`src/rtl/bct_pkg.sv`:
```
package bct_pkg;

  typedef enum logic [2:0] {
    ST_IDLE,
    ST_WINDOW,
    ST_DRQWAIT,
    ST_DACK,
    ST_OWNHOLD,
    ST_EXTHOLD,
    ST_BUSERR
  } bct_state_e;

  typedef struct packed {
    logic watch;
    logic scsi;
    logic dma;
  } bct_cls_t;

endpackage

```
`src/rtl/bct_span_timer.sv`:
```
module bct_span_timer #(
  parameter int unsigned SW = 3
) (
  input  logic          clk,
  input  logic          rst,
  input  logic          clr,
  input  logic [SW-1:0] lim,
  output logic          done
);

  logic [SW-1:0] cnt_q;

  assign done = (cnt_q == lim - SW'(1));

  always_ff @(posedge clk) begin
    if (rst || clr) begin
      cnt_q <= '0;
    end else if (!done) begin
      cnt_q <= cnt_q + SW'(1);
    end
  end

  // the phase counter saturates at its limit and never overruns it
  p_span_bound_r7: assert property (@(posedge clk) disable iff (rst)
    cnt_q < lim);

endmodule

```
`src/rtl/bct_watchdog.sv`:
```
module bct_watchdog #(
  parameter int unsigned TIMEOUT = 4150000
) (
  input  logic clk,
  input  logic rst,
  input  logic clear,
  input  logic arm,
  output logic expire
);

  localparam int unsigned CW = $clog2(TIMEOUT + 1);

  logic [CW-1:0] cnt_q;

  assign expire = arm && (cnt_q == CW'(TIMEOUT - 1));

  always_ff @(posedge clk) begin
    if (rst || clear) begin
      cnt_q <= '0;
    end else if (arm && !expire) begin
      cnt_q <= cnt_q + CW'(1);
    end
  end

  // the age counter stops at the expiry value and never wraps
  p_wd_range_r9: assert property (@(posedge clk) disable iff (rst)
    cnt_q < CW'(TIMEOUT));

endmodule

```
`src/rtl/bct_seq.sv`:
```
module bct_seq
  import bct_pkg::*;
(
  input  logic       clk,
  input  logic       rst,
  input  logic       as_n,
  input  logic       sel_slot,
  input  logic       sel_scsi,
  input  logic       dma_mode,
  input  logic       ext_ack_n,
  input  logic       drq,
  input  logic       span_done,
  input  logic       wd_expire,
  output logic       span_clr,
  output logic       dack_phase,
  output logic       wd_clear,
  output logic       wd_arm,
  output logic       dtack_n,
  output logic       dack_n,
  output logic       scsi_cs_n,
  output logic       berr_n
);

  bct_state_e st_q, st_d;
  bct_cls_t   cls_q, cls_d;

  always_comb begin
    st_d  = st_q;
    cls_d = cls_q;
    if (as_n) begin
      st_d = ST_IDLE;
    end else begin
      case (st_q)
        ST_IDLE: begin
          st_d       = ST_WINDOW;
          cls_d.watch = sel_slot | sel_scsi;
          cls_d.scsi  = sel_scsi;
          cls_d.dma   = sel_scsi & dma_mode;
        end
        default: begin
          if (wd_expire) begin
            st_d = ST_BUSERR;
          end else begin
            case (st_q)
              ST_WINDOW: begin
                if (!ext_ack_n)      st_d = ST_EXTHOLD;
                else if (span_done)  st_d = cls_q.dma ? ST_DRQWAIT : ST_OWNHOLD;
              end
              ST_DRQWAIT: if (drq)       st_d = ST_DACK;
              ST_DACK:    if (span_done) st_d = ST_OWNHOLD;
              default:    st_d = st_q;
            endcase
          end
        end
      endcase
    end
  end

  assign span_clr   = (st_d != st_q);
  assign dack_phase = (st_q == ST_DACK);
  assign wd_clear   = as_n || (st_q == ST_IDLE);
  assign wd_arm     = cls_q.watch &&
                      ((st_q == ST_WINDOW) || (st_q == ST_DRQWAIT) || (st_q == ST_EXTHOLD));

  always_ff @(posedge clk) begin
    if (rst) begin
      st_q      <= ST_IDLE;
      cls_q     <= '0;
      dtack_n   <= 1'b1;
      dack_n    <= 1'b1;
      scsi_cs_n <= 1'b1;
      berr_n    <= 1'b1;
    end else begin
      st_q      <= st_d;
      cls_q     <= cls_d;
      dtack_n   <= !((st_d == ST_DACK) || (st_d == ST_OWNHOLD));
      dack_n    <= !(st_d == ST_DACK);
      scsi_cs_n <= !(cls_d.scsi &&
                     ((st_d == ST_WINDOW) || ((st_d == ST_OWNHOLD) && !cls_d.dma)));
      berr_n    <= !(st_d == ST_BUSERR);
    end
  end

  // chip select and DMA acknowledge are mutually exclusive
  p_cs_dack_excl_r8: assert property (@(posedge clk) disable iff (rst)
    !(!scsi_cs_n && !dack_n));

  // a negated strobe returns every output to its negated level
  p_release_r11: assert property (@(posedge clk) disable iff (rst)
    as_n |=> (dtack_n && dack_n && scsi_cs_n && berr_n));

  // bus error only for watched (slot or SCSI) cycles
  p_berr_watch_r10: assert property (@(posedge clk) disable iff (rst)
    !berr_n |-> cls_q.watch);

  // the DMA strobe only starts after a sampled data request
  p_dack_after_drq_r6: assert property (@(posedge clk) disable iff (rst)
    $fell(dack_n) |-> $past(drq));

  // a claimed cycle is never acknowledged by the block
  p_claim_no_own_r3: assert property (@(posedge clk) disable iff (rst)
    (st_q == ST_EXTHOLD) |-> dtack_n);

endmodule

```
`src/rtl/bus_term_ctrl.sv`:
```
module bus_term_ctrl #(
  parameter int unsigned CLAIM_DLY = 3,
  parameter int unsigned DACK_W    = 4,
  parameter int unsigned TIMEOUT   = 4150000
) (
  input  logic clk,
  input  logic rst,
  input  logic as_n,
  input  logic sel_slot,
  input  logic sel_scsi,
  input  logic dma_mode,
  input  logic ext_ack_n,
  input  logic drq,
  output logic dtack_n,
  output logic dtack_oe,
  output logic dack_n,
  output logic scsi_cs_n,
  output logic berr_n
);

  localparam int unsigned SPAN_MAX = (CLAIM_DLY > DACK_W) ? CLAIM_DLY : DACK_W;
  localparam int unsigned SW       = $clog2(SPAN_MAX + 1);

  logic          span_done, span_clr, dack_phase;
  logic          wd_clear, wd_arm, wd_expire;
  logic [SW-1:0] span_lim;

  assign span_lim = dack_phase ? SW'(DACK_W) : SW'(CLAIM_DLY);
  assign dtack_oe = ext_ack_n;

  bct_span_timer #(.SW(SW)) u_span (
    .clk  (clk),
    .rst  (rst),
    .clr  (span_clr),
    .lim  (span_lim),
    .done (span_done)
  );

  bct_watchdog #(.TIMEOUT(TIMEOUT)) u_wd (
    .clk    (clk),
    .rst    (rst),
    .clear  (wd_clear),
    .arm    (wd_arm),
    .expire (wd_expire)
  );

  bct_seq u_seq (
    .clk        (clk),
    .rst        (rst),
    .as_n       (as_n),
    .sel_slot   (sel_slot),
    .sel_scsi   (sel_scsi),
    .dma_mode   (dma_mode),
    .ext_ack_n  (ext_ack_n),
    .drq        (drq),
    .span_done  (span_done),
    .wd_expire  (wd_expire),
    .span_clr   (span_clr),
    .dack_phase (dack_phase),
    .wd_clear   (wd_clear),
    .wd_arm     (wd_arm),
    .dtack_n    (dtack_n),
    .dack_n     (dack_n),
    .scsi_cs_n  (scsi_cs_n),
    .berr_n     (berr_n)
  );

endmodule

```
`config.mk`:
```
export PLATFORM = sky130hd
export DESIGN_NAME = bus_term_ctrl
export DESIGN_NICKNAME = d
export VERILOG_FILES = /design/src/rtl/bct_pkg.sv /design/src/rtl/bct_span_timer.sv /design/src/rtl/bct_watchdog.sv /design/src/rtl/bct_seq.sv /design/src/rtl/bus_term_ctrl.sv
export SDC_FILE = /design/constraint.sdc
export NUM_CORES = 1
export LEC_CHECK = 0
export BUFFER_PORTS_ARGS = -buffer_cell sky130_fd_sc_hd__buf_2
export CORE_MARGIN = 10
export CORE_UTILIZATION = 40
export DETAILED_ROUTE_END_ITERATION = 7
export PLACE_DENSITY = 0.55
export SLEW_MARGIN = 5
export SYNTH_ARGS = -nofsm -noshare
export SYNTH_HDL_FRONTEND = slang
export SYNTH_HIERARCHICAL = 1
export SYNTH_SLANG_ARGS = --single-unit
```
`constraint.sdc`:
```
create_clock -name clk -period 8.9 [get_ports clk]
set_input_delay 1.335 -clock clk [delete_from_list [all_inputs] [get_ports clk]]
set_output_delay 1.335 -clock clk [all_outputs]
set_load 0.01 [all_outputs]
```
# Word level (Yosys, flattened, before mapping)
# Cells that the tools add are included.
dict set report totals {
  elab_cells 59
  inputBits 8
  out_inout_bits 5
  ff_bits 35
}
dict set report op_classes {
  n_mux 12
  bitwise 3
  n_eq_ne 11
  reduce_logical 20
  add_sub_neg 3
}
# op n
set ops {}
lappend ops {{$mux W3} 9}
lappend ops {{$add A22 B1 Y22 const B} 1}
lappend ops {{$eq A22 B22 Y1 const B} 1}
lappend ops {{$eq A3 B2 Y1 const B} 3}
lappend ops {{$eq A3 B3 Y1 const B} 3}
lappend ops {{$pmux W3 S3} 1}
lappend ops {{$logic_or A1 B1 Y1} 7}
lappend ops {{$eq A3 B1 Y1 const B} 2}
lappend ops {{$logic_not A1 Y1} 6}
lappend ops {{$logic_and A1 B1 Y1} 5}
lappend ops {{$mux W2} 2}
lappend ops {{$add A3 B1 Y3 const B} 1}
lappend ops {{$eq A3 B3 Y1} 1}
lappend ops {{$logic_not A3 Y1} 1}
lappend ops {{$ne A3 B3 Y1} 1}
lappend ops {{$sub A3 B1 Y3 const B} 1}
lappend ops {{$reduce_and A2 Y1} 1}
lappend ops {{$and A1 B1 Y1} 1}
lappend ops {{$not A1 Y1} 1}
lappend ops {{$or A1 B1 Y1} 1}

# Depth between registers and ports, before layout
# Gate-level depths: netlist of the first run.
dict set report depth {
  ltp_word 15
  ltp_mapped 15
  depth_no_buf 14
}

# Cells and area by module
# Netlist of the first run, hierarchy kept.
# module n_inst cells_each seq_area_each_um2 area_each_um2
set by_module_without_submodules {}
lappend by_module_without_submodules {bct_watchdog 1 128 440.4 1101.1}
lappend by_module_without_submodules {bct_seq 1 68 200.2 659.4}
lappend by_module_without_submodules {bct_span_timer 1 24 60.1 235.2}
lappend by_module_without_submodules {bus_term_ctrl 1 2 0.0 11.3}

# Worst setup path after synthesis of the first run
# OpenSTA, ideal clock, no wires.
dict set report synth_path {
  path_kind {register -> register}
  start {register u_seq.st_q[0]}
  end {register u_span.cnt_q[0]}
  slack_ns 5.786
  t_arrival_ns 3.036
  required_time_ns 8.822
  stages_incl_launch_ff 16
  path_buffers 1
  synth_period_minus_slack_ns 3.114
  setup_ns 0.078
  cell_sequence {dfxtp_1 buf_2 inv_1 nor3_1 inv_1 inv_1 ha_1 xnor2_1 nor3_1 and2b_1 a211oi_4 nor2_1 nor3_1 o311ai_1 or2_2 nor3_1}
}
dict set report synth_between {
  elab_chain_cells 12
  word_cells_on_any_way 22
  cone_classes {1 x add/sub; 6 x eq/ne; 9 x mux; 6 x reduce/logical}
}
# element line_no
set synth_rtl {}
lappend synth_rtl {{from (decl)} bct_seq.sv:24} ;# bct_state_e st_q, st_d;
lappend synth_rtl {{from (signal assigned)} bct_seq.sv:74} ;# st_q <= st_d;
lappend synth_rtl {{$eq A3 B2 Y1 *} bct_seq.sv:60} ;# assign dack_phase = (st_q == ST_DACK);
lappend synth_rtl {{net dack_phase} bus_term_ctrl.sv:24} ;# logic span_done, span_clr, dack_phase;
lappend synth_rtl {{$mux W3 *} bus_term_ctrl.sv:28} ;# assign span_lim = dack_phase ? SW'(DACK_W) : SW'(CLAIM_DLY);
lappend synth_rtl {{net span_lim[0]} bus_term_ctrl.sv:26} ;# logic [SW-1:0] span_lim;
lappend synth_rtl {{$sub A3 B1 Y3 *} bct_span_timer.sv:13} ;# assign done = (cnt_q == lim - SW'(1));
lappend synth_rtl {{$eq A3 B3 Y1 *} bct_span_timer.sv:13}
lappend synth_rtl {{net span_done} bus_term_ctrl.sv:24}
lappend synth_rtl {{$mux W3} bct_seq.sv:47} ;# else if (span_done) st_d = cls_q.dma ? ST_DRQWAIT : ST_OWNHOLD;
lappend synth_rtl {{$mux W3} bct_seq.sv:46} ;# if (!ext_ack_n) st_d = ST_EXTHOLD;
lappend synth_rtl {{$pmux W3 S3 *} bct_seq.sv:44} ;# case (st_q)
lappend synth_rtl {{$mux W3 *} bct_seq.sv:41} ;# if (wd_expire) begin
lappend synth_rtl {{$mux W3 *} bct_seq.sv:33} ;# case (st_q)
lappend synth_rtl {{$mux W3 *} bct_seq.sv:30} ;# if (as_n) begin
lappend synth_rtl {{$ne A3 B3 Y1 *} bct_seq.sv:59} ;# assign span_clr = (st_d != st_q);
lappend synth_rtl {{net span_clr} bus_term_ctrl.sv:24}
lappend synth_rtl {{$logic_or A1 B1 Y1 *} bct_span_timer.sv:16} ;# if (rst || clr) begin
lappend synth_rtl {{to (signal assigned)} bct_span_timer.sv:19} ;# cnt_q <= cnt_q + SW'(1);
lappend synth_rtl {{to (decl)} bct_span_timer.sv:11} ;# logic [SW-1:0] cnt_q;
# Mark *: on every way through the listed nets, which the timed path passes. The rest lies on a longest branch.
# A chain may end at the register's enable or synchronous reset.

# Worst setup path after layout of the first run
dict set report layout_path {
  start {register u_seq.st_q[1]}
  end {register u_span.cnt_q[0]}
}
# The elaborated chain is that of the path after synthesis.

==> impl_metrics.toml, run 1 <==
[synthesis]
seq_area_frac_synth_pct = 34.9
netlist.area_leader.share_pct = 34.9
async_flop_share_pct = 0
synthesis.nets = 233
synthTopCellsByArea = "dfxtp_1 (35%), nor2_1 (4.5%), xnor2_1 (3.9%)"
synth-seq-cells = 35
ys_types = 55
synth_edf_count = 0
netlist_area_um2 = 2010
synth_cells = 222
yosysTopAreaCell = "dfxtp_1"
syn_avg_cell_area_um2 = 9.04
synth_warnings = 6
ys.flop_type = "dfxtp_1"

[global_routing]
antenna_found_initial = 0
grt_overflow_total = 0
grt_pass1_wl_mm = 7.04
use_met2_pct = 14.1
grt_usage_pct = 9.94
met1_usage_pct = 14.4
grt_use_met3_pct = 2.08
busiest_layer = "met1"
grt_pass1_vias = 1474
grt_max_degree = 22

[clock_network]
cts.sinks = 35
cts_made_buffers = 5
root_buffer = "clkbuf_8"
cts_tree = "done"
insertion_delay_ns = 0.27
hold_buffers = 0
ctsHtreeMaxLevel = 2
cts_resized = 0
cts.path.max_buffers = 2
post_cts_buffers = 0
clkTransAtPathRegs_ns = 0.06

[sta]
slew_violations = 0
fin_ws_ns = 5.21
tightest_slew_ns = 0.549
clock.fmax_mhz = 271
setup_viol = 0
setup_tns_ns = 0
relSlewSlack_pct = 63.1
rsz0062_at_grt = "false"
layout_min_cycle_time_ns = 3.69
finClkSkew_ns = 0.00484
timing_hold_violations_final = 0
finalCritPeriodShare_pct = 41.5

[setup_path]
endpoint_kind = "register"
r2r_slack_ns = 5.21
crit_path_end = "u_span/cnt_q[0]"
crit_required_ns = 9.09
r2r-end = "u_span/cnt_q[0]"
path_max_fanout = 10
worstSetupStartpoint = "u_seq/st_q[1]"
cp.arrival_ns = 3.89
reg2reg_from = "u_seq/st_q[1]"
path_class = "register to register"
r2r_cells = 14
start_kind = "register"

[pwr]
power_per_cell_area_nw_per_um2 = 134
finalPower_w = 0.000289
leakage_nw = 0.702
irDropWorstVdd_uv = 61.3

[routing]
vias = 1557
wl_per_cell_um = 13.3
drtIter0Drc = 108
drtPass1Iterations = 4
remaining_drc_errors = 0
via_per_inst = 5.21
finalWirelength_mm = 3.98
ant_nets = 0

[place]
place_area_um2 = 2090
place_congestion = 0.863
post-dp-hpwl_mm = 2.94
dpl_worst_slack_ns = 5.24
numPortBuffers = 12

[hold_path]
holdCritStartpoint = "u_wd/cnt_q[5]"
hp-class = "register to register"
holdPathStages = 2

[cells_and_area]
area_growth_pct = 7.67
num-fill-cells = 496
regArea_um2 = 701
utilization_pct = 45.2
diodes = 0
drive_above_1_share_pct = 19.4
multiInputGateArea_um2 = 1220
nets = 244
design_area_um2 = 2160

[floorplan]
start_util_pct = 41.9
rows = 25
core_um2 = 4790
dieArea_um2 = 8250
die_h_um = 90.8
die_w_um = 90.8
ios = 13

[run_status]
status = "finished, final reports clean"

[run]
maxCapViolations = 0
-- placed cells by master (no fill, tap or decap), types with 2 or more instances in the layout --
cell      instances
a211oi_1          2
a21oi_1           6
a21oi_2           7
a31oi_1           2
and2b_4           2
and3_1            5
buf_2            12
clkbuf_8          5
dfxtp_1          35
ha_1              3
inv_1             6
mux2i_1           3
nand2_1          15
nand2b_1          2
nand3_1          13
nand3b_1          2
nand4_1           5
nor2_1           24
nor2b_1           3
nor3_1           11
nor3b_2           2
nor4_1            2
nor4_4            2
o21ai_0           3
o21ai_1           9
or2_2             2
or3_1             7
or4b_1            2
xnor2_1           9
xor2_1            8
-- report_power, final --
| group | total (W) | leakage, nW | switching [W] | internal [W] |
|---|---|---|---|---|
| combinational | 0.0000258 | 0.382 | 0.0000145 | 0.0000113 |
| sequential | 0.000162 | 0.283 | 0.00000314 | 0.000159 |
| clock | 0.000101 | 0.0371 | 0.0000488 | 0.0000521 |
| total | 0.000289 | 0.702 | 0.0000664 | 0.000222 |
-- through the flow --
stage	std cells	hold WS [ns]
2_1_floorplan	222	0.458
3_3_place_gp	293	0.480
3_5_place_dp	293	0.482
4_1_cts	299	0.492
5_1_grt	299	0.549
6_report	299	0.492
-- worst min path at each step --
stage	slack [ns]	endpoint
after global routing	0.55	u_wd/cnt_q[21]
after CTS	0.49	u_wd/cnt_q[5]
final	0.49	u_wd/cnt_q[5]
after detailed placement	0.48	u_wd/cnt_q[5]
after floorplan	0.46	u_wd/cnt_q[5]
after global placement	0.48	u_wd/cnt_q[5]
-- registers in the layout, summed over array words and instances (netlist names) --
| name | flops |
|---|---|
| u_seq/dtack_n | 1 |
| u_wd/cnt_q | 22 |
| u_seq/dack_n | 1 |
| u_seq/cls_q | 3 |
| u_seq/berr_n | 1 |
| u_span/cnt_q | 3 |
| u_seq/scsi_cs_n | 1 |
| u_seq/st_q | 3 |
-- cell usage after synthesis, drive strengths merged (2+ instances only) --
cell type,instances
nand2,15
buf,6
nor4,5
nor3,12
nand4,5
xor2,8
o21ai,12
nand2b,2
or2,4
nand3b,2
a31oi,2
or4b,3
nor3b,2
a21oi,13
nor2,24
inv,6
and2b,4
and3b,2
or3,7
xnor2,9
and3,5
nor2b,3
clkbuf,2
mux2i,3
a211oi,4
dfxtp,35
nand3,13
a21o,2
ha,3
-- critical path, stage by stage (launching register included) --
cell	delay, ns
dfxtp_1	0.58
inv_1	0.19
nor3_1	0.43
inv_1	0.15
inv_1	0.08
ha_1	0.23
xnor2_1	0.39
nor3_1	0.15
and2b_1	0.23
a211oi_4	0.26
nor2_1	0.08
nor3_1	0.18
o311ai_1	0.12
or2_2	0.35
nor3_1	0.18
-- cell type report --
type	count	share of cell area (%)
clock buffers	6	3.36
inverters	6	1.04
multi-input cells	173	56.5
flip-flops and latches	35	32.4
well taps	67	3.88
repair buffers	12	2.78
-- metal layers --
| metal | vias to the layer above | routed length [µm] |
|---|---|---|
| met5 | - | 0 |
| met4 | 0 | 28 |
| met3 | 2 | 166 |
| met2 | 28 | 1660 |
| met1 | 710 | 2130 |
| li1 | 817 | - |
-- cell families (layout without fill, tap and decap cells) --
family | Yosys count | in the layout | synth area share (%)
compound gates | 39 | 39 | 15.8
xor+xnor | 18 | 18 | 8.60
fa+ha+maj | 3 | 3 | 1.87
buf+inv | 14 | 24 | 4.24
flops | 35 | 35 | 34.9
mux | 3 | 3 | 1.50
simple gates | 110 | 110 | 33.0
Power figures use the tool's default switching activity.
==> run 2: changes to the inputs <==
==> constraint.sdc (replaced) <==
create_clock -name clk -period 3.4 [get_ports clk]
set_input_delay 0.51 -clock clk [delete_from_list [all_inputs] [get_ports clk]]
set_output_delay 0.51 -clock clk [all_outputs]
set_load 0.01 [all_outputs]
==> impl_metrics.toml, run 2 (synthesis results as in run 1) <==
[run_status]
status = "finished, final reports clean"

[cells_and_area]
diodes = 0
final_common_cell = "dfxtp_1"
num-fill-cells = 460
area_growth_pct = 11.0
final_cell_mix = "dfxtp_1 (35), nor2_1 (24), nand2_1 (15), nand3_1 (13), buf_2 (12)"
largest_reg_flops = 22
nets = 251
top_register = "u_wd/cnt_q"
drive_above_1_share_pct = 22.5

[setup_path]
path_max_fanout = 5
r2r-end = "u_span/cnt_q[0]"
path_class = "register to register"
start_kind = "register"
r2r_cells = 14
cp.arrival_ns = 3.17
reg2reg_from = "u_seq/st_q[1]"
endpoint_kind = "register"
r2r_slack_ns = 0.44
crit_required_ns = 3.60

[pwr]
power_per_cell_area_nw_per_um2 = 359
switching_power_w = 0.000192
p_sw_share_pct = 24.0
pwr-share-seq_pct = 52.5
p_comb_share_pct = 9.4
irDropWorstVdd_uv = 238
p_clk_share_pct = 38.0
leakage_nw = 0.748
finalPower_w = 0.000800
internal_power_w = 0.000608

[routing]
ant_nets = 0
remaining_drc_errors = 0
vias = 1563
finalWirelength_mm = 4.05
drtIter0Drc = 85
drtPass1Iterations = 4
via_per_inst = 5.09
wl_per_cell_um = 13.2
routed.top_layer = "met4"
dr_wl_met2_mm = 1.63
wl_met3_um = 152
met1Wirelength_mm = 2.24

[clock_network]
cts.sinks = 35
clkTransAtPathRegs_ns = 0.07
cts_tree = "done"
cts_made_buffers = 5
post_cts_buffers = 0
root_buffer = "clkbuf_8"
ctsHtreeMaxLevel = 2
cts.path.max_buffers = 2
insertion_delay_ns = 0.28
hold_buffers = 0
cts_resized = 0

[floorplan]
die_w_um = 90.8
die_h_um = 90.8
start_util_pct = 41.9
ios = 13
core_um2 = 4790
rows = 25
dieArea_um2 = 8250

[global_routing]
grt_overflow_total = 0
grt_pass1_vias = 1479
antenna_found_initial = 0
grt_usage_pct = 10.3
grt_pass1_wl_mm = 7.18
grt_max_degree = 22

[sta]
tightest_slew_ns = 0.559
finClkSkew_ns = 0.00968
setup_tns_ns = 0
setup_viol = 0
relSlewSlack_pct = 62.4
timing_hold_violations_final = 0
slew_violations = 0
rsz0062_at_grt = "false"
layout_min_cycle_time_ns = 2.96
finalCritPeriodShare_pct = 87.2
clock.fmax_mhz = 337

[place]
place_congestion = 0.848
post-dp-hpwl_mm = 2.97
numPortBuffers = 12

[hold_path]
hp-class = "input pin to register"
hold_end = "u_seq/cls_q[0]"
holdCritStartpoint = "dma_mode"
holdPathStages = 3

[run]
maxCapViolations = 0
[run 2: routing by layer]
| metal | track usage (%) | up-vias |
|---|---|---|
| li1 | - | 830 |
| met1 | 14.8 | 702 |
| met2 | 14.1 | 26 |
| met3 | 3.08 | 5 |
| met4 | 2.87 | 0 |
| met5 | 0 | - |
[run 2: critical path: stages (launching register included)]
cell and delay, ns:
dfxtp_1 0.33, inv_1 0.09, nor3_1 0.28, inv_1 0.13
inv_1 0.08, ha_1 0.20, xor3_1 0.31, nor3_1 0.11
and2b_1 0.23, a211oi_4 0.25, nor2_1 0.08, nor3_1 0.18
o311ai_1 0.12, or2_2 0.33, nor3_1 0.17
[run 2: worst max path at each step]
stage | from | slack, ns | cells past startpoint | endpoint
finish | u_seq/st_q[1] | 0.44 | 14 | u_span/cnt_q[0]
global route | u_seq/st_q[1] | 0.11 | 14 | u_span/cnt_q[0]
CTS | u_seq/st_q[1] | 0.43 | 14 | u_span/cnt_q[0]
floorplan | u_seq/st_q[0] | 0.29 | 15 | u_span/cnt_q[0]
detailed placement | u_seq/st_q[1] | 0.46 | 14 | u_span/cnt_q[0]
global placement | u_wd/cnt_q[0] | 0.55 | 10 | u_span/cnt_q[0]
[run 2: cell type report]
class	instances	area, µm²	area share, %
multi-input cells	173	1220	54.8
clock inverters	1	5.00	0.225
inverters	6	22.5	1.01
clock buffers	6	82.6	3.71
well taps	67	83.8	3.76
flip-flops and latches	35	701	31.4
repair buffers	19	113	5.05
[run 2: metrics by stage]
stage | std cells | setup slack (ns) | hold slack, ns | utilization (%) | cell area, µm²
global route | 307 | 0.113 | 0.514 | 46.6 | 2230
detailed placement | 300 | 0.457 | 0.479 | 44.7 | 2140
CTS | 307 | 0.426 | 0.469 | 46.6 | 2230
global placement | 300 | 0.548 | 0.477 | 44.7 | 2140
finish | 307 | 0.436 | 0.478 | 46.6 | 2230
floorplan | 222 | 0.286 | 0.458 | - | 2010
[run 2: power by group through the flow]
stage	Combinational (W)	Clock, W	Sequential, W
4_1_cts	0.0000759	0.000317	0.000420
3_5_place_dp	0.0000758	0	0.000430
3_3_place_gp	0.0000770	0	0.000430
6_report	0.0000754	0.000305	0.000421
2_1_floorplan	0.0000550	0	0.000429
5_1_grt	0.0000837	0.000330	0.000421
